===== src/rtl/dram_seq_pkg.sv =====
// Package: shared state encoding and elaboration-time helpers for the
// DRAM power-up and refresh sequencer. Assumes nothing beyond 1800-2017.
package dram_seq_pkg;

    // Strobe sequencer phases: idle, CAS lead, RAS active, precharge.
    typedef enum logic [1:0] {
        ST_IDLE = 2'd0,
        ST_CSR  = 2'd1,
        ST_RAS  = 2'd2,
        ST_PRE  = 2'd3
    } seq_state_e;

    // Larger of two counts.
    function automatic int unsigned max2(input int unsigned a, input int unsigned b);
        return (a > b) ? a : b;
    endfunction

    // Bits needed to hold values 0..n-1 (at least one bit).
    function automatic int unsigned bits_for(input int unsigned n);
        return (n < 2) ? 1 : $clog2(n);
    endfunction

endpackage


===== src/rtl/dram_pwrup_gate.sv =====
// Power-up gate: counts the supply settling time after reset, then counts
// completed warm-up (RAS-only) cycles until INIT_CYCLES have finished.
// Assumes cyc_done pulses once in the last precharge clock of each cycle.
module dram_pwrup_gate
    import dram_seq_pkg::*;
#(
    parameter int unsigned PWRUP_CYC   = 10000,
    parameter int unsigned INIT_CYCLES = 8
) (
    input  logic clk,
    input  logic rst_n,
    input  logic cyc_done,
    input  logic cyc_was_ref,
    output logic pwr_ok,
    output logic init_done
);
    localparam int unsigned WAIT_W = bits_for(PWRUP_CYC);
    localparam int unsigned INIT_W = bits_for(INIT_CYCLES + 1);

    logic [WAIT_W-1:0] wait_q;
    logic [INIT_W-1:0] init_q;

    // Settling timer: stops counting once the wait has elapsed.
    always_ff @(posedge clk) begin
        if (!rst_n) begin
            wait_q <= '0;
            pwr_ok <= 1'b0;
        end else if (!pwr_ok) begin
            if (wait_q == WAIT_W'(PWRUP_CYC - 1)) pwr_ok <= 1'b1;
            else wait_q <= wait_q + 1'b1;
        end
    end

    // Warm-up counter: advances on each finished non-refresh cycle.
    always_ff @(posedge clk) begin
        if (!rst_n) init_q <= '0;
        else if (cyc_done && !cyc_was_ref && !init_done) init_q <= init_q + 1'b1;
    end

    assign init_done = (init_q == INIT_W'(INIT_CYCLES));

    // init completes only as a warm-up cycle finishes.
    p_done_on_warmup_r3: assert property (@(posedge clk) disable iff (!rst_n)
        $rose(init_done) |-> $past(cyc_done && !cyc_was_ref));

    // no cycle may finish before the settling wait has elapsed.
    p_no_cycle_early_r2: assert property (@(posedge clk) disable iff (!rst_n)
        !pwr_ok |-> !cyc_done);

endmodule


===== src/rtl/dram_ref_ticker.sv =====
// Refresh interval timer: while enabled, emits one tick every INT_CYC clocks.
// Assumes INT_CYC >= 2 and that run stays high once set.
module dram_ref_ticker
    import dram_seq_pkg::*;
#(
    parameter int unsigned INT_CYC = 761
) (
    input  logic clk,
    input  logic rst_n,
    input  logic run,
    output logic tick
);
    localparam int unsigned CNT_W = bits_for(INT_CYC);

    logic [CNT_W-1:0] cnt_q;

    // Free-running interval counter, held at zero until enabled.
    always_ff @(posedge clk) begin
        if (!rst_n || !run) cnt_q <= '0;
        else if (cnt_q == CNT_W'(INT_CYC - 1)) cnt_q <= '0;
        else cnt_q <= cnt_q + 1'b1;
    end

    assign tick = run && (cnt_q == CNT_W'(INT_CYC - 1));

    // two ticks are never adjacent.
    p_tick_isolated_r8: assert property (@(posedge clk) disable iff (!rst_n)
        tick |=> !tick);

endmodule


===== src/rtl/dram_ref_backlog.sv =====
// Refresh backlog: counts refresh demands not yet served. It saturates at
// its full width and sets a sticky error once the count passes PEND_MAX.
// Assumes take only pulses when the count is non-zero.
module dram_ref_backlog
    import dram_seq_pkg::*;
#(
    parameter int unsigned PEND_MAX = 4
) (
    input  logic clk,
    input  logic rst_n,
    input  logic tick,
    input  logic take,
    output logic pending_nz,
    output logic backlog_err
);
    localparam int unsigned PEND_W = bits_for(PEND_MAX + 2);
    localparam logic [PEND_W-1:0] PEND_CAP = '1;

    logic [PEND_W-1:0] pend_q;

    // Up on demand, down on service, hold when both or neither.
    always_ff @(posedge clk) begin
        if (!rst_n) pend_q <= '0;
        else begin
            unique case ({tick, take})
                2'b10:   if (pend_q != PEND_CAP) pend_q <= pend_q + 1'b1;
                2'b01:   pend_q <= pend_q - 1'b1;
                default: pend_q <= pend_q;
            endcase
        end
    end

    // Sticky overflow flag, cleared only by reset.
    always_ff @(posedge clk) begin
        if (!rst_n) backlog_err <= 1'b0;
        else if (pend_q > PEND_W'(PEND_MAX)) backlog_err <= 1'b1;
    end

    assign pending_nz = (pend_q != '0);

    // a refresh is never taken without a pending demand.
    p_take_has_demand_r8: assert property (@(posedge clk) disable iff (!rst_n)
        take |-> pending_nz);

    // the overflow flag never clears outside reset.
    p_err_sticky_r9: assert property (@(posedge clk) disable iff (!rst_n)
        backlog_err |=> backlog_err);

endmodule


===== src/rtl/dram_strobe_fsm.sv =====
// Strobe sequencer: runs one RAS-only or CAS-before-RAS cycle per grant,
// with registered strobes and a timed precharge tail. Assumes want_init and
// want_ref are never high together and that gnt stays high while busy.
module dram_strobe_fsm
    import dram_seq_pkg::*;
#(
    parameter int unsigned T_CSR   = 2,
    parameter int unsigned T_RAS   = 4,
    parameter int unsigned PRE_CYC = 3
) (
    input  logic clk,
    input  logic rst_n,
    input  logic gnt,
    input  logic want_init,
    input  logic want_ref,
    output logic req,
    output logic busy,
    output logic take,
    output logic cyc_done,
    output logic cyc_was_ref,
    output logic ras_n,
    output logic cas_n
);
    localparam int unsigned DUR_MAX = max2(max2(T_CSR, T_RAS), PRE_CYC);
    localparam int unsigned DUR_W   = bits_for(DUR_MAX);

    seq_state_e       st_q, st_d;
    logic [DUR_W-1:0] dur_q, dur_d;
    logic             ref_q, ref_d;
    logic             start;
    logic             last;

    assign last  = (dur_q == '0);
    assign req   = (st_q == ST_IDLE) && (want_init || want_ref);
    assign start = req && gnt;
    assign take  = start && want_ref;
    assign busy  = (st_q != ST_IDLE);
    assign cyc_done    = (st_q == ST_PRE) && last;
    assign cyc_was_ref = ref_q;

    // Next-phase selection and per-phase duration loading.
    always_comb begin
        st_d  = st_q;
        dur_d = dur_q;
        ref_d = ref_q;
        unique case (st_q)
            ST_IDLE: if (start) begin
                ref_d = want_ref;
                if (want_ref) begin
                    st_d  = ST_CSR;
                    dur_d = DUR_W'(T_CSR - 1);
                end else begin
                    st_d  = ST_RAS;
                    dur_d = DUR_W'(T_RAS - 1);
                end
            end
            ST_CSR: if (last) begin
                st_d  = ST_RAS;
                dur_d = DUR_W'(T_RAS - 1);
            end else dur_d = dur_q - 1'b1;
            ST_RAS: if (last) begin
                st_d  = ST_PRE;
                dur_d = DUR_W'(PRE_CYC - 1);
            end else dur_d = dur_q - 1'b1;
            ST_PRE: if (last) st_d = ST_IDLE;
                    else dur_d = dur_q - 1'b1;
            default: st_d = ST_IDLE;
        endcase
    end

    // Phase state register.
    always_ff @(posedge clk) begin
        if (!rst_n) begin
            st_q  <= ST_IDLE;
            dur_q <= '0;
            ref_q <= 1'b0;
        end else begin
            st_q  <= st_d;
            dur_q <= dur_d;
            ref_q <= ref_d;
        end
    end

    // Registered strobes decoded from the next phase, so pins change with state.
    always_ff @(posedge clk) begin
        if (!rst_n) begin
            ras_n <= 1'b1;
            cas_n <= 1'b1;
        end else begin
            ras_n <= !(st_d == ST_RAS);
            cas_n <= !(ref_d && ((st_d == ST_CSR) || (st_d == ST_RAS)));
        end
    end

    // ownership is only taken on a granted edge.
    p_start_granted_r4: assert property (@(posedge clk) disable iff (!rst_n)
        $rose(busy) |-> $past(gnt));

    // when RAS falls with CAS low, CAS was already low one clock before.
    p_cas_leads_r5: assert property (@(posedge clk) disable iff (!rst_n)
        ($fell(ras_n) && !cas_n) |-> $past(!cas_n));

    // RAS and CAS return high together.
    p_joint_release_r5: assert property (@(posedge clk) disable iff (!rst_n)
        $rose(ras_n) |-> cas_n);

    // the precharge after RAS rises is still owned and RAS stays high.
    p_precharge_owned_r7: assert property (@(posedge clk) disable iff (!rst_n)
        $rose(ras_n) |=> (ras_n && busy));

endmodule


===== src/rtl/dram_init_refresh.sv =====
// Top: DRAM power-up and refresh sequencer. Gates DRAM use behind a timed
// settling wait and warm-up cycles, then schedules CAS-before-RAS refresh.
// Assumes an arbiter holds gnt high while busy and muxes strobes on busy.
module dram_init_refresh
    import dram_seq_pkg::*;
#(
    parameter int unsigned CLK_MHZ      = 50,
    parameter int unsigned PWRUP_US     = 200,
    parameter int unsigned INIT_CYCLES  = 8,
    parameter int unsigned ROWS         = 512,
    parameter int unsigned RETENTION_US = 8000,
    parameter int unsigned MARGIN_CYC   = 20,
    parameter int unsigned T_CSR        = 2,
    parameter int unsigned T_RAS        = 4,
    parameter int unsigned T_RP         = 3,
    parameter int unsigned T_RC         = 6,
    parameter int unsigned PEND_MAX     = 4
) (
    input  logic clk,
    input  logic rst_n,
    input  logic gnt,
    output logic req,
    output logic busy,
    output logic init_done,
    output logic ras_n,
    output logic lcas_n,
    output logic ucas_n,
    output logic we_n,
    output logic backlog_err
);
    localparam int unsigned PWRUP_CYC = PWRUP_US * CLK_MHZ;
    localparam int unsigned REF_INT   = (RETENTION_US * CLK_MHZ) / ROWS - MARGIN_CYC;
    localparam int unsigned PRE_CYC   = max2(T_RP, (T_RC > T_RAS) ? (T_RC - T_RAS) : 1);

    logic pwr_ok;
    logic tick;
    logic take;
    logic pending_nz;
    logic cyc_done;
    logic cyc_was_ref;
    logic want_init;
    logic want_ref;
    logic cas_n;

    assign want_init = pwr_ok && !init_done;
    assign want_ref  = init_done && pending_nz;

    dram_pwrup_gate #(
        .PWRUP_CYC   (PWRUP_CYC),
        .INIT_CYCLES (INIT_CYCLES)
    ) u_gate (
        .clk         (clk),
        .rst_n       (rst_n),
        .cyc_done    (cyc_done),
        .cyc_was_ref (cyc_was_ref),
        .pwr_ok      (pwr_ok),
        .init_done   (init_done)
    );

    dram_ref_ticker #(
        .INT_CYC (REF_INT)
    ) u_ticker (
        .clk   (clk),
        .rst_n (rst_n),
        .run   (init_done),
        .tick  (tick)
    );

    dram_ref_backlog #(
        .PEND_MAX (PEND_MAX)
    ) u_backlog (
        .clk         (clk),
        .rst_n       (rst_n),
        .tick        (tick),
        .take        (take),
        .pending_nz  (pending_nz),
        .backlog_err (backlog_err)
    );

    dram_strobe_fsm #(
        .T_CSR   (T_CSR),
        .T_RAS   (T_RAS),
        .PRE_CYC (PRE_CYC)
    ) u_fsm (
        .clk         (clk),
        .rst_n       (rst_n),
        .gnt         (gnt),
        .want_init   (want_init),
        .want_ref    (want_ref),
        .req         (req),
        .busy        (busy),
        .take        (take),
        .cyc_done    (cyc_done),
        .cyc_was_ref (cyc_was_ref),
        .ras_n       (ras_n),
        .cas_n       (cas_n)
    );

    // Both byte strobes share one column strobe; writes are never issued.
    assign lcas_n = cas_n;
    assign ucas_n = cas_n;
    assign we_n   = 1'b1;

    // nothing is requested or strobed during the settling wait.
    p_quiet_settle_r2: assert property (@(posedge clk) disable iff (!rst_n)
        !pwr_ok |-> (ras_n && cas_n && !req));

    // refresh work never appears before initialization completes.
    p_no_refresh_early_r3: assert property (@(posedge clk) disable iff (!rst_n)
        !init_done |-> !take);

endmodule


===== config.mk =====
export PLATFORM = sky130hd
export DESIGN_NAME = dram_init_refresh
export DESIGN_NICKNAME = d
export VERILOG_FILES = /design/src/rtl/dram_seq_pkg.sv /design/src/rtl/dram_pwrup_gate.sv /design/src/rtl/dram_ref_ticker.sv /design/src/rtl/dram_ref_backlog.sv /design/src/rtl/dram_strobe_fsm.sv /design/src/rtl/dram_init_refresh.sv
export SDC_FILE = /design/constraint.sdc
export NUM_CORES = 1
export LEC_CHECK = 0
export CAP_MARGIN = 20
export CELL_PAD_IN_SITES_DETAIL_PLACEMENT = 1
export CELL_PAD_IN_SITES_GLOBAL_PLACEMENT = 1
export CORE_MARGIN = 1.5
export CORE_UTILIZATION = 51
export CTS_CLUSTER_SIZE = 30
export DETAILED_ROUTE_END_ITERATION = 7
export DONT_BUFFER_PORTS = 1
export GPL_TIMING_DRIVEN = 1
export MAX_ROUTING_LAYER = met4
export PLACE_DENSITY_LB_ADDON = 0.1
export SYNTH_ARGS = -nofsm -noshare
export SYNTH_HDL_FRONTEND = slang
export SYNTH_SLANG_ARGS = --single-unit
export TNS_END_PERCENT = 5

===== constraint.sdc =====
create_clock -name clk -period 4.4 [get_ports clk]
set_input_delay 0.22 -clock clk [delete_from_list [all_inputs] [get_ports clk]]
set_output_delay 0.22 -clock clk [all_outputs]
set_load 0.05 [all_outputs]

======== Word level (Yosys, flattened, before mapping) ========
Cells that the tools add are included.
operators by class
  $add $sub $neg .......................... 6
  order comparisons ....................... 1
  equality and inequality tests ........... 14
  muxes and demuxes ....................... 18
  bitwise gates (word level) .............. 2
  reduce and logical (&&, ||, !) cells .... 27
operators with widths
  kind                   number
  $mux 2                 10
  $pmux 2 s4             2
  $add 14x1->14 const B  1
  $eq 14x14->1 const B   1
  $add 10x1->10 const B  1
  $eq 10x10->1 const B   1
  $logic_and 1x1->1      10
  $eq 2x2->1 const B     4
  $eq 2x1->1 const B     3
  $pmux 3 s2             1
  $reduce_and 2->1       3
  $logic_not 1->1        5
  $add 4x1->4 const B    1
  $eq 4x4->1 const B     1
  $logic_not 2->1        2
  $mux 1                 4
  $ne 2x1->1 const B     2
  $reduce_bool 2->1      2
  $add 3x1->3 const B    1
  $gt 3x3->1 const B     1
  $logic_or 1x1->1       3
  $mux 3                 1
  $ne 3x3->1 const B     1
  $reduce_bool 3->1      1
  5 further kinds        6
word-level totals
  flip-flop bits (word level) ............. 40
  input bits .............................. 3
  output and inout port bits .............. 8

======== Depth between registers and ports, before layout ========
Gate-level depths: netlist of the first run.
  depth after elaboration ................. 12
  depth in mapped cells ................... 11
  depth with buffers taken out ............ 10

======== Hierarchy ========
Synthesis of the first run repeated with hierarchy kept, for this count alone.
second synthesis, totals
  cells, all modules ...................... 231
  area total of the unflattened synthesis .. 2104.5 um2
modules (own cells, without submodules)
  module             instances  cells an instance  area each (um2)
  dram_pwrup_gate    1          99                 920.9
  dram_ref_ticker    1          51                 470.5
  dram_strobe_fsm    1          47                 416.6
  dram_ref_backlog   1          29                 261.5
  dram_init_refresh  1          5                  35.0

======== Worst setup path after synthesis of the first run ========
No wires, ideal clock.
  kind .................................... register to register
  start point ............................. reg u_gate.init_q[0]
  end point ............................... reg u_backlog.pend_q[2]
  library setup time ...................... 0.128 ns
  arrival ................................. 2.145 ns
  setup slack ............................. 2.127 ns
  cell stages (with the launch flop) ...... 12
  buffers on the path ..................... 1
  path through ............................ dfxtp_1 > inv_1 > ha_1 > nand3b_1 > inv_2 > and4_1 > buf_2 > nand2_1 > fa_1 > nor2b_1 > nand4_1 > nand4b_1
on the way
  longest elaborated chain between the ends .. 10
RTL lines
  item                                                                     RTL line                 source
  from (decl)                                                              dram_pwrup_gate.sv:21    logic [INIT_W-1:0] init_q;
  from (signal assigned)                                                   dram_pwrup_gate.sv:37    else if (cyc_done && !cyc_was_ref && !init_done) init_q <= init_q + 1'b1;
  $eq 4x4->1 (*)                                                           dram_pwrup_gate.sv:40    assign init_done = (init_q == INIT_W'(INIT_CYCLES));
  net init_done                                                            dram_init_refresh.sv:24  output logic init_done,
  $logic_not 1->1                                                          dram_init_refresh.sv:45  assign want_init = pwr_ok && !init_done;
  $logic_and 1x1->1                                                        dram_init_refresh.sv:45
  $logic_or 1x1->1                                                         dram_strobe_fsm.sv:34    assign req = (st_q == ST_IDLE) && (want_init || want_ref);
  $logic_and 1x1->1                                                        dram_strobe_fsm.sv:34
  $logic_and 1x1->1                                                        dram_strobe_fsm.sv:35    assign start = req && gnt;
  $logic_and 1x1->1                                                        dram_strobe_fsm.sv:36    assign take = start && want_ref;
  $eq 2x2->1 / $eq 2x1->1 (equally long branches)                          dram_ref_backlog.sv:25   unique case ({tick, take})
  $ne 2x1->1 (no source line) / $reduce_bool 2->1 (equally long branches)  n/a
  $reduce_and 2->1 (no source line)                                        n/a
  to (signal assigned)                                                     dram_ref_backlog.sv:26   2'b10: if (pend_q != PEND_CAP) pend_q <= pend_q + 1'b1;
  to (signal assigned)                                                     dram_ref_backlog.sv:27   2'b01: pend_q <= pend_q - 1'b1;
  to (signal assigned)                                                     dram_ref_backlog.sv:28   default: pend_q <= pend_q;
  to (decl)                                                                dram_ref_backlog.sv:19   logic [PEND_W-1:0] pend_q;
Mark *: on every way through the listed nets, which the timed path passes. The rest lies on a longest branch.
A chain may end at the register's enable or synchronous reset.

======== Worst setup path in the final report of the first run ========
Ends and elaborated chain as after synthesis.

==> impl_metrics.yaml, run 1 <==
critical_path:
  end_kind: "flip-flop"
  path_delay_family: "simple AND/OR/NAND/NOR gates"
  cp.arrival_ps: 2730
  worstPathRequired_ps: 4570
  critPathMaxStageDelay_ps: 480
  worst_path_max_delay_cell: "fa_1"
  path_class: "flip-flop to flip-flop"
  cp-start-kind: "flip-flop"
  crit_buf_inv: 2
  crit_chain: "inv_1 -> ha_1 -> nand3b_1 -> inv_2 -> and4_1 -> nand2_1 -> fa_1 -> nor2b_1 -> nand4_1 -> nand4b_1"
  worstPathMaxFanout: 7
drt:
  routed.top_layer: "met4"
  route.vias.total: 1609
  wl_met2_mm: 2.158
  antenna_left: 0
  wirelength_mm: 4.277
  route.met3.wl_um: 65
  dr.pass1.iters: 4
  drt-initial-drc-count: 94
  via_per_inst: 5.706
  m1WireLength_mm: 2.012
  wl_per_cell_um: 15.17
  drc: 0
global_routing:
  grt_first_pass_wirelength_mm: 7.293
  antenna_found_initial: 0
  grt_pass1_vias: 1642
  overflow: 0
  grtUsageTotal_pct: 22.49
  grt_max_degree: 21
clocking:
  htreeDepth: 2
  cts_tree: "yes"
  clk_pin_slew_ps: 80
  clk_path_buf_depth: 2
  cts-resized-gates: 0
  clock_latency_ps: 290
  clock_sinks: 40
  cts_root_buf: "clkbuf_8"
  cts_setup_buffers: 0
  cts_made_buffers: 5
finish:
  finalInstanceArea_mm2: 0.002142
  drive_above_1_share_pct: 5.556
  diodes: 0
  regArea_um2: 800.8
  fin_cells: 282
  fillerInstances: 456
  final_nets: 245
  multi_input_area_mm2: 0.001096
  area_growth_pct: 6.534
logic_synthesis:
  yosys.cell_count.top_type: "dfxtp_1"
  synth_edf_count: 0
  yosys-top-cells-count: "dfxtp_1 (40), nor2_1 (32), inv_1 (16)"
  syn_nets: 246
  ys_ff_latch: 40
  syn-instance-count: 234
  avgSynthCellArea_um2: 8.593
  async_flop_share_pct: 0
  synth_flop_cell: "dfxtp_1"
  yosys.cell_types.count: 43
  synth_top_area_share_pct: 39.83
  syn_area_mm2: 0.002011
  yosysWarnings: 0
  yosys-top-cells-area: "dfxtp_1 (40%), nor2_1 (6.0%), ha_1 (5.0%)"
  yosysSeqAreaShare_pct: 39.83
  yosysTopAreaCell: "dfxtp_1"
flow_run:
  drv_cap: 0
pwr:
  power.leakage_nw: 0.7443
  p_per_area_mw_per_mm2: 315.7
  power.total_mw: 0.6763
  vdd_ir_drop_max_uv: 183.1
floorplanning:
  design.core.area_mm2: 0.003716
  rows: 22
  dieArea_mm2: 0.004328
  start_util_pct: 54.11
  dieHeight_um: 65.79
  dieWidth_um: 65.79
  num_io_pins: 11
placement:
  dp_hpwl_mm: 3.193
  portBuffers: 0
  place.gp.congestion: 0.7943
  placed_cell_area_mm2: 0.002021
  dpl.cell_count: 273
timing:
  holdWs_ps: 56.93
  final-hold-violation-count: 0
  worstMarginPinSlew_ps: 934.1
  period_share_pct: 58.18
  finalSetupViolations: 0
  fin_tns_setup_ps: 0
  timing.slew.headroom_pct: 37.64
  clock_skew_ps: 4.608
  finalCriticalPeriod_ps: 2560
  rsz0062_at_grt: "no"
  max_freq_ghz: 0.3907
  slew_violations: 0
status:
  status: "finished, final reports clean"
worst_hold_path:
  hp-class: "input port to flip-flop"
==> logic make-up (layout without fill, tap and decap cells) <==
| logic type | after synthesis | count (layout) | synth area share (%) |
|---|---|---|---|
| AND/OR/NAND/NOR | 104 | 104 | 27.63 |
| flip-flops | 40 | 40 | 39.83 |
| AO/OA/AOI/OAI | 29 | 29 | 9.335 |
| buffers and inverters | 26 | 26 | 5.662 |
| XOR/XNOR | 17 | 17 | 7.405 |
| adder cells (fa/ha/maj) | 9 | 9 | 5.974 |
| multiplexers | 8 | 8 | 3.983 |
| other | 1 | 1 | 0.1865 |
==> registers in the layout, indices dropped and copies added, names as in the netlist <==
name	count
u_fsm.dur_q	2
u_fsm.cas_n	1
u_gate.wait_q	14
u_fsm.cyc_was_ref	1
u_fsm.st_q	2
u_backlog.backlog_err	1
u_backlog.pend_q	3
u_ticker.cnt_q	10
u_fsm.ras_n	1
u_gate.init_q	4
u_gate.pwr_ok	1
==> metrics by stage <==
step / worst slack [ps] / utilization (%)
floorplan: 2128 / -
detailed placement: 1849 / 54.38
global placement: 2020 / 54.38
finish: 1840 / 57.64
CTS: 1824 / 57.64
global route: 1684 / 57.64
==> routing by layer <==
layer  vias up  track usage [%]
met3         6            5.111
met4         0            5.469
li1        809                -
met2         8            39.52
met1       786            25.97
met5         -                -
==> worst paths after layout <==
| kind | from | to | slack (ps) | cells past startpoint |
|---|---|---|---|---|
| setup / recovery | u_gate.init_q[0]$_SDFFE_PN0P_ | u_backlog.pend_q[2]$_SDFFE_PN0P_ | 1840 | 10 |
| hold / removal | rst_n | u_fsm.st_q[1]$_SDFF_PN0_ | 60 | 1 |
| setup reg to reg | u_gate.init_q[0]$_SDFFE_PN0P_ | u_backlog.pend_q[2]$_SDFFE_PN0P_ | 1840 | 10 |
| hold reg to reg | u_ticker.cnt_q[0]$_SDFF_PP0_ | u_ticker.cnt_q[0]$_SDFF_PP0_ | 460 | 1 |
==> power breakdown <==
part,switching [mW],internal [mW]
registers,0.00242,0.364
clock network,0.129,0.168
logic,0.00909,0.00418
==> worst register-to-register path: cells and delay by family (launching register included) <==
family                     cells  cell delay (ps)
buffers and inverters          2              420
and+or+nand+nor                6             1070
adders and majority gates      2              620
DFF                            1              350
==> cells in the final DEF, fill, tap and decap left out, types with 3 or more instances in the layout <==
| master | n |
|---|---|
| nor3_1 | 3 |
| xor2_1 | 7 |
| nand2b_1 | 4 |
| xnor2_1 | 10 |
| o21ai_0 | 6 |
| nand4_1 | 6 |
| o31ai_1 | 3 |
| nor2_1 | 32 |
| nand3_1 | 14 |
| a21oi_1 | 11 |
| nand2_1 | 15 |
| dfxtp_1 | 40 |
| or4_1 | 4 |
| mux2i_1 | 8 |
| inv_1 | 16 |
| clkbuf_8 | 5 |
| nor4_1 | 3 |
| nand4b_1 | 3 |
| ha_1 | 8 |
| and4_1 | 4 |
| and3_1 | 5 |
==> area by class of cell <==
| class | instances | share of cell area, % |
|---|---|---|
| inverters | 17 | 2.979 |
| clock inverters | 3 | 1.986 |
| flip-flops and latches | 40 | 37.38 |
| multi-input cells | 168 | 51.17 |
| repair buffers | 1 | 0.4673 |
| well taps | 48 | 2.804 |
| clock buffers | 5 | 3.213 |
==> timing repair <==
| item | CTS | global route |
|---|---|---|
| endpoints found under the hold margin | 1 | 0 |
| endpoints found under the setup margin | 0 | 0 |
| hold buffers | 1 | 0 |
No activity file was read; power rests on OpenSTA's default activity.
==> run 2, diff against run 1 <==
ABC_AREA = 1   (was default)
CORE_UTILIZATION = 45   (was 51)
clock period = 2.6 ns   (was 4.4 ns; I/O delays follow)
==> run 2 against run 1 <==
Net effect:
- global-route usage is 1.9 points lower
- routed wire length is 4.7% higher
- core utilization is 6.9 points lower
- hold slack better by 46 ps
- setup slack worse by 1300 ps
- critical path depth is 4 higher
==> impl_metrics.yaml, run 2 <==
status:
  status: "finished, final reports clean"
pwr:
  switching_share_pct: 34.99
  combPwrFrac_pct: 22.3
  p_per_area_mw_per_mm2: 635.7
  vdd_ir_drop_max_uv: 221.1
  power.leakage_nw: 0.8708
  p_sw_mw: 0.5016
  power_frac_clock_pct: 27.7
  intPower_mw: 0.9318
  pwr-share-seq_pct: 50.1
timing:
  timing.slew.headroom_pct: 37.92
  clock_skew_ps: 6.803
  period_share_pct: 80.96
  finalSetupViolations: 0
  fin_tns_setup_ps: 0
  rsz0062_at_grt: "no"
  worstMarginPinSlew_ps: 929.9
  finalCriticalPeriod_ps: 2105
  slew_violations: 0
  max_freq_ghz: 0.4751
  final-hold-violation-count: 0
flow_run:
  drv_cap: 0
clocking:
  cts_tree: "yes"
  clk_pin_slew_ps: 80
  clk_path_buf_depth: 2
  htreeDepth: 2
  cts_made_buffers: 5
  hold_buffers: 1
  clock_sinks: 40
  cts_root_buf: "clkbuf_8"
  cts_setup_buffers: 0
  clock_latency_ps: 300
  cts-resized-gates: 0
drt:
  dr.pass1.iters: 4
  via_per_inst: 5.154
  drt-initial-drc-count: 40
  wirelength_mm: 4.480
  route.vias.total: 1845
  drc: 0
  wl_per_cell_um: 12.51
  antenna_left: 0
logic_synthesis:
  ys_ff_latch: 40
  async_flop_share_pct: 0
  yosys-top-cells-area: "dfxtp_1 (38%), nand2_1 (13%), inv_1 (6.5%)"
  yosysTopAreaCell: "dfxtp_1"
  synth_flop_cell: "dfxtp_1"
  synth_xor_area_share_pct: 3.702
  avgSynthCellArea_um2: 7.051
  yosys.cell_count.top_type: "nand2_1"
  syn_nets: 314
  post_synth_mux_area_share_pct: 0
  yosys-top-cells-count: "nand2_1 (75), dfxtp_1 (40), inv_1 (37)"
  synth_top_family_by_area: "simple AND/OR/NAND/NOR gates"
  synth_top_area_share_pct: 37.60
  synth-simple-area-share_pct: 32.55
  synth_edf_count: 0
  syn-instance-count: 302
  yosysSeqAreaShare_pct: 37.60
  yosysWarnings: 0
  synth_compound_gate_area_share_pct: 11.28
  synth_fa_ha_area_share_pct: 5.640
  syn_area_mm2: 0.002130
  yosys.cell_types.count: 35
critical_path:
  end_kind: "flip-flop"
  worstPathMaxFanout: 4
  cp-start-kind: "flip-flop"
  rr_worst_depth: 14
  path_class: "flip-flop to flip-flop"
  worstPathRequired_ps: 2780
  cp.arrival_ps: 2290
global_routing:
  grt_first_pass_wirelength_mm: 8.176
  grt_max_degree: 21
  grtUsageTotal_pct: 20.57
  antenna_found_initial: 0
  grt_pass1_vias: 1820
  overflow: 0
finish:
  drive_above_1_share_pct: 7.516
  final_nets: 318
  diodes: 0
  top_regs: "u_gate.wait_q: 14 flops, u_ticker.cnt_q: 10 flops, u_gate.init_q: 4 flops"
  area_growth_pct: 5.875
  mostFrequentLayoutCell: "nand2_1"
  largest_reg_flops: 14
  regMostFlops: "u_gate.wait_q"
  final_cell_mix: "nand2_1 (75), dfxtp_1 (40), inv_1 (37)"
  final_core_util_pct: 50.73
floorplanning:
  start_util_pct: 47.92
  num_io_pins: 11
  rows: 24
  dieWidth_um: 71.79
  design.core.area_mm2: 0.004444
  dieArea_mm2: 0.005154
  dieHeight_um: 71.79
worst_hold_path:
  hp-class: "input port to flip-flop"
  min_path_cells: 3
placement:
  place.gp.congestion: 0.8416
  portBuffers: 0
  dp_hpwl_mm: 3.375
==> run 2: per-stage QoR <==
stage               cells  area, um2  worst slack [ps]  hold slack, ps  total power, mW
floorplan             302       2130             367.4           363.2           0.9844
global placement      350       2167             530.2           200.7            1.039
detailed placement    350       2167             494.5           211.6            1.050
CTS                   358       2255             471.5           95.43            1.454
global route          358       2255             246.1           133.9            1.537
finish                358       2255             495.0           102.6            1.433
==> run 2: cells by family after synthesis <==
family	after synthesis
AND/OR/NAND/NOR	156
buffers and inverters	45
XOR/XNOR	9
flip-flops	40
AO/OA/AOI/OAI	42
other	1
adder cells (fa/ha/maj)	9
==> run 2: layout make-up <==
type / count / area, um2
fillers: 599 / 2190
inverters: 38 / 142.6
well taps: 52 / 65.06
clock buffers: 6 / 72.57
repair buffers: 4 / 32.53
flip-flops and latches: 40 / 800.8
multi-input cells: 217 / 1136
clock inverters: 1 / 5.005
==> run 2: final timing paths <==
path / startpoint / to / slack (ps)
worst max-delay path: u_gate.init_q[0]$_SDFFE_PN0P_ / u_fsm.cas_n$_SDFF_PN1_ / 490
worst min-delay path: gnt / u_fsm.cyc_was_ref$_SDFF_PN0_ / 100
worst max register to register: u_gate.init_q[0]$_SDFFE_PN0P_ / u_fsm.cas_n$_SDFF_PN1_ / 490
worst min register to register: u_ticker.cnt_q[0]$_SDFF_PP0_ / u_ticker.cnt_q[0]$_SDFF_PP0_ / 480
==> run 2: layer usage <==
| metal | vias to the layer above | share of wire (%) | global-route usage [%] |
|---|---|---|---|
| met4 | 0 | 1.4 | 6.289 |
| met5 | - | 0 | - |
| li1 | 969 | - | - |
| met1 | 854 | 49 | 25.39 |
| met3 | 7 | 2.8 | 4.501 |
| met2 | 15 | 47 | 33.64 |
==> run 2: power groups by stage <==
stage	clock network (mW)	logic (mW)	registers, mW
detailed placement	0	0.319	0.731
global placement	0	0.309	0.730
floorplan	0	0.263	0.721
global route	0.438	0.374	0.725
finish	0.396	0.319	0.718
CTS	0.413	0.324	0.717
==> run 2: worst max-delay path, stage by stage, from the launching register on <==
cell,delay [ps]
dfxtp_1,330
inv_1,90
ha_1,170
nand2_1,90
nor2_4,100
buf_4,230
nand2_1,140
nand2_1,80
nand3_1,80
nand2_1,110
nand2_1,130
nor2_1,120
ha_1,230
inv_1,50
nand2_1,40
==> run 3, diff against run 2 <==
CORE_UTILIZATION = 41   (was 45)
clock period = 1.8 ns   (was 2.6 ns; I/O delays follow)
==> run 3 against run 2 <==
Net effect:
- largest cell class unchanged
- hold slack worse by 45 ps
- first-iteration DRC count is 78% higher
- core utilization is 1.4 points lower
- the flow now finishes with violations (negative setup slack)
==> impl_metrics.yaml, run 3 (synthesized netlist as in run 2, its figures left out) <==
timing:
  final-hold-violation-count: 0
  finalCriticalPeriod_ps: 1816
  layout_setup_ws_ps: -15.68
  slew_violations: 0
  rsz0062_at_grt: "yes"
  period_share_pct: 100.9
  holdWs_ps: 57.25
  max_freq_ghz: 0.5508
  finalSetupViolations: 2
  timing.slew.headroom_pct: 52.14
  clock_skew_ps: 5.826
  worstMarginPinSlew_ps: 717.2
worst_hold_path:
  hp-class: "input port to flip-flop"
  worstHoldStart: "rst_n"
  worstHoldEndpoint: "u_ticker.cnt_q[1]$_SDFF_PP0_"
  min_path_cells: 2
global_routing:
  grt_pass1_vias: 1914
  overflow: 0
  antenna_found_initial: 0
  grt_first_pass_wirelength_mm: 8.562
  grt_max_degree: 21
  grtUsageTotal_pct: 20.76
critical_path:
  path_class: "flip-flop to flip-flop"
  cp.arrival_ps: 2010
  r2r_end: "u_backlog.pend_q[1]$_SDFFE_PN0P_"
  reg2reg_from: "u_gate.init_q[0]$_SDFFE_PN0P_"
  regToRegSetupSlack_ps: -20
  worstPathRequired_ps: 2000
  end_kind: "flip-flop"
  rr_worst_depth: 10
  worstPathMaxFanout: 3
  cp-start-kind: "flip-flop"
finish:
  regMostFlops: "u_gate.wait_q"
  finalInstanceArea_mm2: 0.002487
  final_core_util_pct: 49.33
  mostFrequentLayoutCell: "nand2_1"
  final_nets: 333
  top_regs: "u_gate.wait_q: 14 flops, u_ticker.cnt_q: 10 flops, u_gate.init_q: 4 flops"
  drive_above_1_share_pct: 17.39
  final_cell_mix: "nand2_1 (73), dfxtp_1 (37), inv_1 (33)"
  largest_reg_flops: 14
  diodes: 0
  fillerInstances: 665
  area_growth_pct: 16.80
placement:
  dp_hpwl_mm: 3.702
  placed_cell_area_mm2: 0.002295
  portBuffers: 0
  place_ws_ps: -26.70
  place.gp.congestion: 0.8148
drt:
  antenna_left: 0
  dr.pass1.iters: 4
  via_per_inst: 4.895
  drc: 0
  wirelength_mm: 5.083
  wl_per_cell_um: 12.97
  route.vias.total: 1919
  drt-initial-drc-count: 71
pwr:
  pwr-share-seq_pct: 43.4
  power.leakage_nw: 0.9640
  vdd_ir_drop_max_uv: 491.3
  p_per_area_mw_per_mm2: 956.8
  switching_share_pct: 33.51
  combPwrFrac_pct: 25.3
  power_frac_clock_pct: 31.3
  p_sw_mw: 0.7976
  intPower_mw: 1.582
flow_run:
  drv_cap: 0
floorplanning:
  start_util_pct: 42.23
  dieHeight_um: 75.07
  dieWidth_um: 75.07
  num_io_pins: 11
  dieArea_mm2: 0.005636
  rows: 26
  design.core.area_mm2: 0.005042
status:
  violations: "negative setup slack"
  status: "finished with violations"
clocking:
  clock_latency_ps: 300
  cts_made_buffers: 5
  clock_sinks: 40
  htreeDepth: 2
  clk_pin_slew_ps: 80
  clk_path_buf_depth: 2
  cts_root_buf: "clkbuf_8"
  cts_tree: "yes"
-- run 3: stage by stage --
| step | total power, mW | std cells | setup TNS, ps |
|---|---|---|---|
| after CTS | 2.389 | 387 | -7.224 |
| after floorplan | 1.434 | 302 | -747.8 |
| after global placement | 1.611 | 377 | 0 |
| after detailed placement | 1.630 | 377 | -49.78 |
| final | 2.380 | 392 | -16.46 |
| after global routing | 2.525 | 392 | -380.7 |
-- run 3: timing repair --
item / in CTS / in global routing
hold endpoints to repair: 9 / 0
resized for setup: 0 / 10
pin swaps: 3 / 7
setup endpoints to repair: 2 / 19
hold buffers: 1 / 0
setup buffers: 1 / 5
-- run 3: final cells by class --
type | count | area (um2) | share of cell area [%]
Sequential cell | 40 | 804.5 | 32.34
Clock inverter | 2 | 35.03 | 1.408
Timing Repair Buffer | 19 | 148.9 | 5.986
Multi-Input combinational cell | 217 | 1196 | 48.09
Clock buffer | 6 | 72.57 | 2.917
Inverter | 38 | 142.6 | 5.734
Tap cell | 70 | 87.58 | 3.521
-- run 3: how the worst max path moves through the flow --
| stage | end | slack (ps) | cells after the start | startpoint |
|---|---|---|---|---|
| 2_1_floorplan | u_backlog.pend_q[1]$_SDFFE_PN0P_ | -250 | 10 | u_gate.init_q[1]$_SDFFE_PN0P_ |
| 3_3_place_gp | u_backlog.pend_q[1]$_SDFFE_PN0P_ | 40 | 10 | u_gate.init_q[1]$_SDFFE_PN0P_ |
| 3_5_place_dp | u_backlog.pend_q[2]$_SDFFE_PN0P_ | -30 | 12 | u_gate.init_q[1]$_SDFFE_PN0P_ |
| 4_1_cts | u_backlog.pend_q[1]$_SDFFE_PN0P_ | -7 | 10 | u_gate.init_q[1]$_SDFFE_PN0P_ |
| 5_1_grt | u_backlog.pend_q[2]$_SDFFE_PN0P_ | -140 | 13 | u_gate.init_q[0]$_SDFFE_PN0P_ |
| 6_report | u_backlog.pend_q[1]$_SDFFE_PN0P_ | -20 | 10 | u_gate.init_q[0]$_SDFFE_PN0P_ |
-- run 3: metal layers --
layer | global-route usage, % | routed length [um] | vias up
met1 | 24.51 | 2442 | 905
met3 | 4.016 | 101 | 6
met2 | 34.51 | 2447 | 12
met5 | - | 0 | -
li1 | - | - | 996
met4 | 8.485 | 91 | 0
-- run 3: worst max-delay path, cell delays in order (launching register included) --
cell	delay, ps
dfxtp_2	330
inv_2	80
ha_4	150
nand2_4	50
nor2_4	140
nand4_4	110
inv_2	90
nand2_4	50
fa_2	520
a21boi_2	140
nor2_1	40
-- run 3: power by group through the flow --
stage          clock network [mW]  logic (mW)  registers [mW]
6_report                    0.744       0.603            1.03
5_1_grt                     0.808       0.674            1.04
4_1_cts                     0.771       0.584            1.03
3_5_place_dp                    0       0.574            1.06
3_3_place_gp                    0       0.559            1.05
2_1_floorplan                   0       0.391            1.04
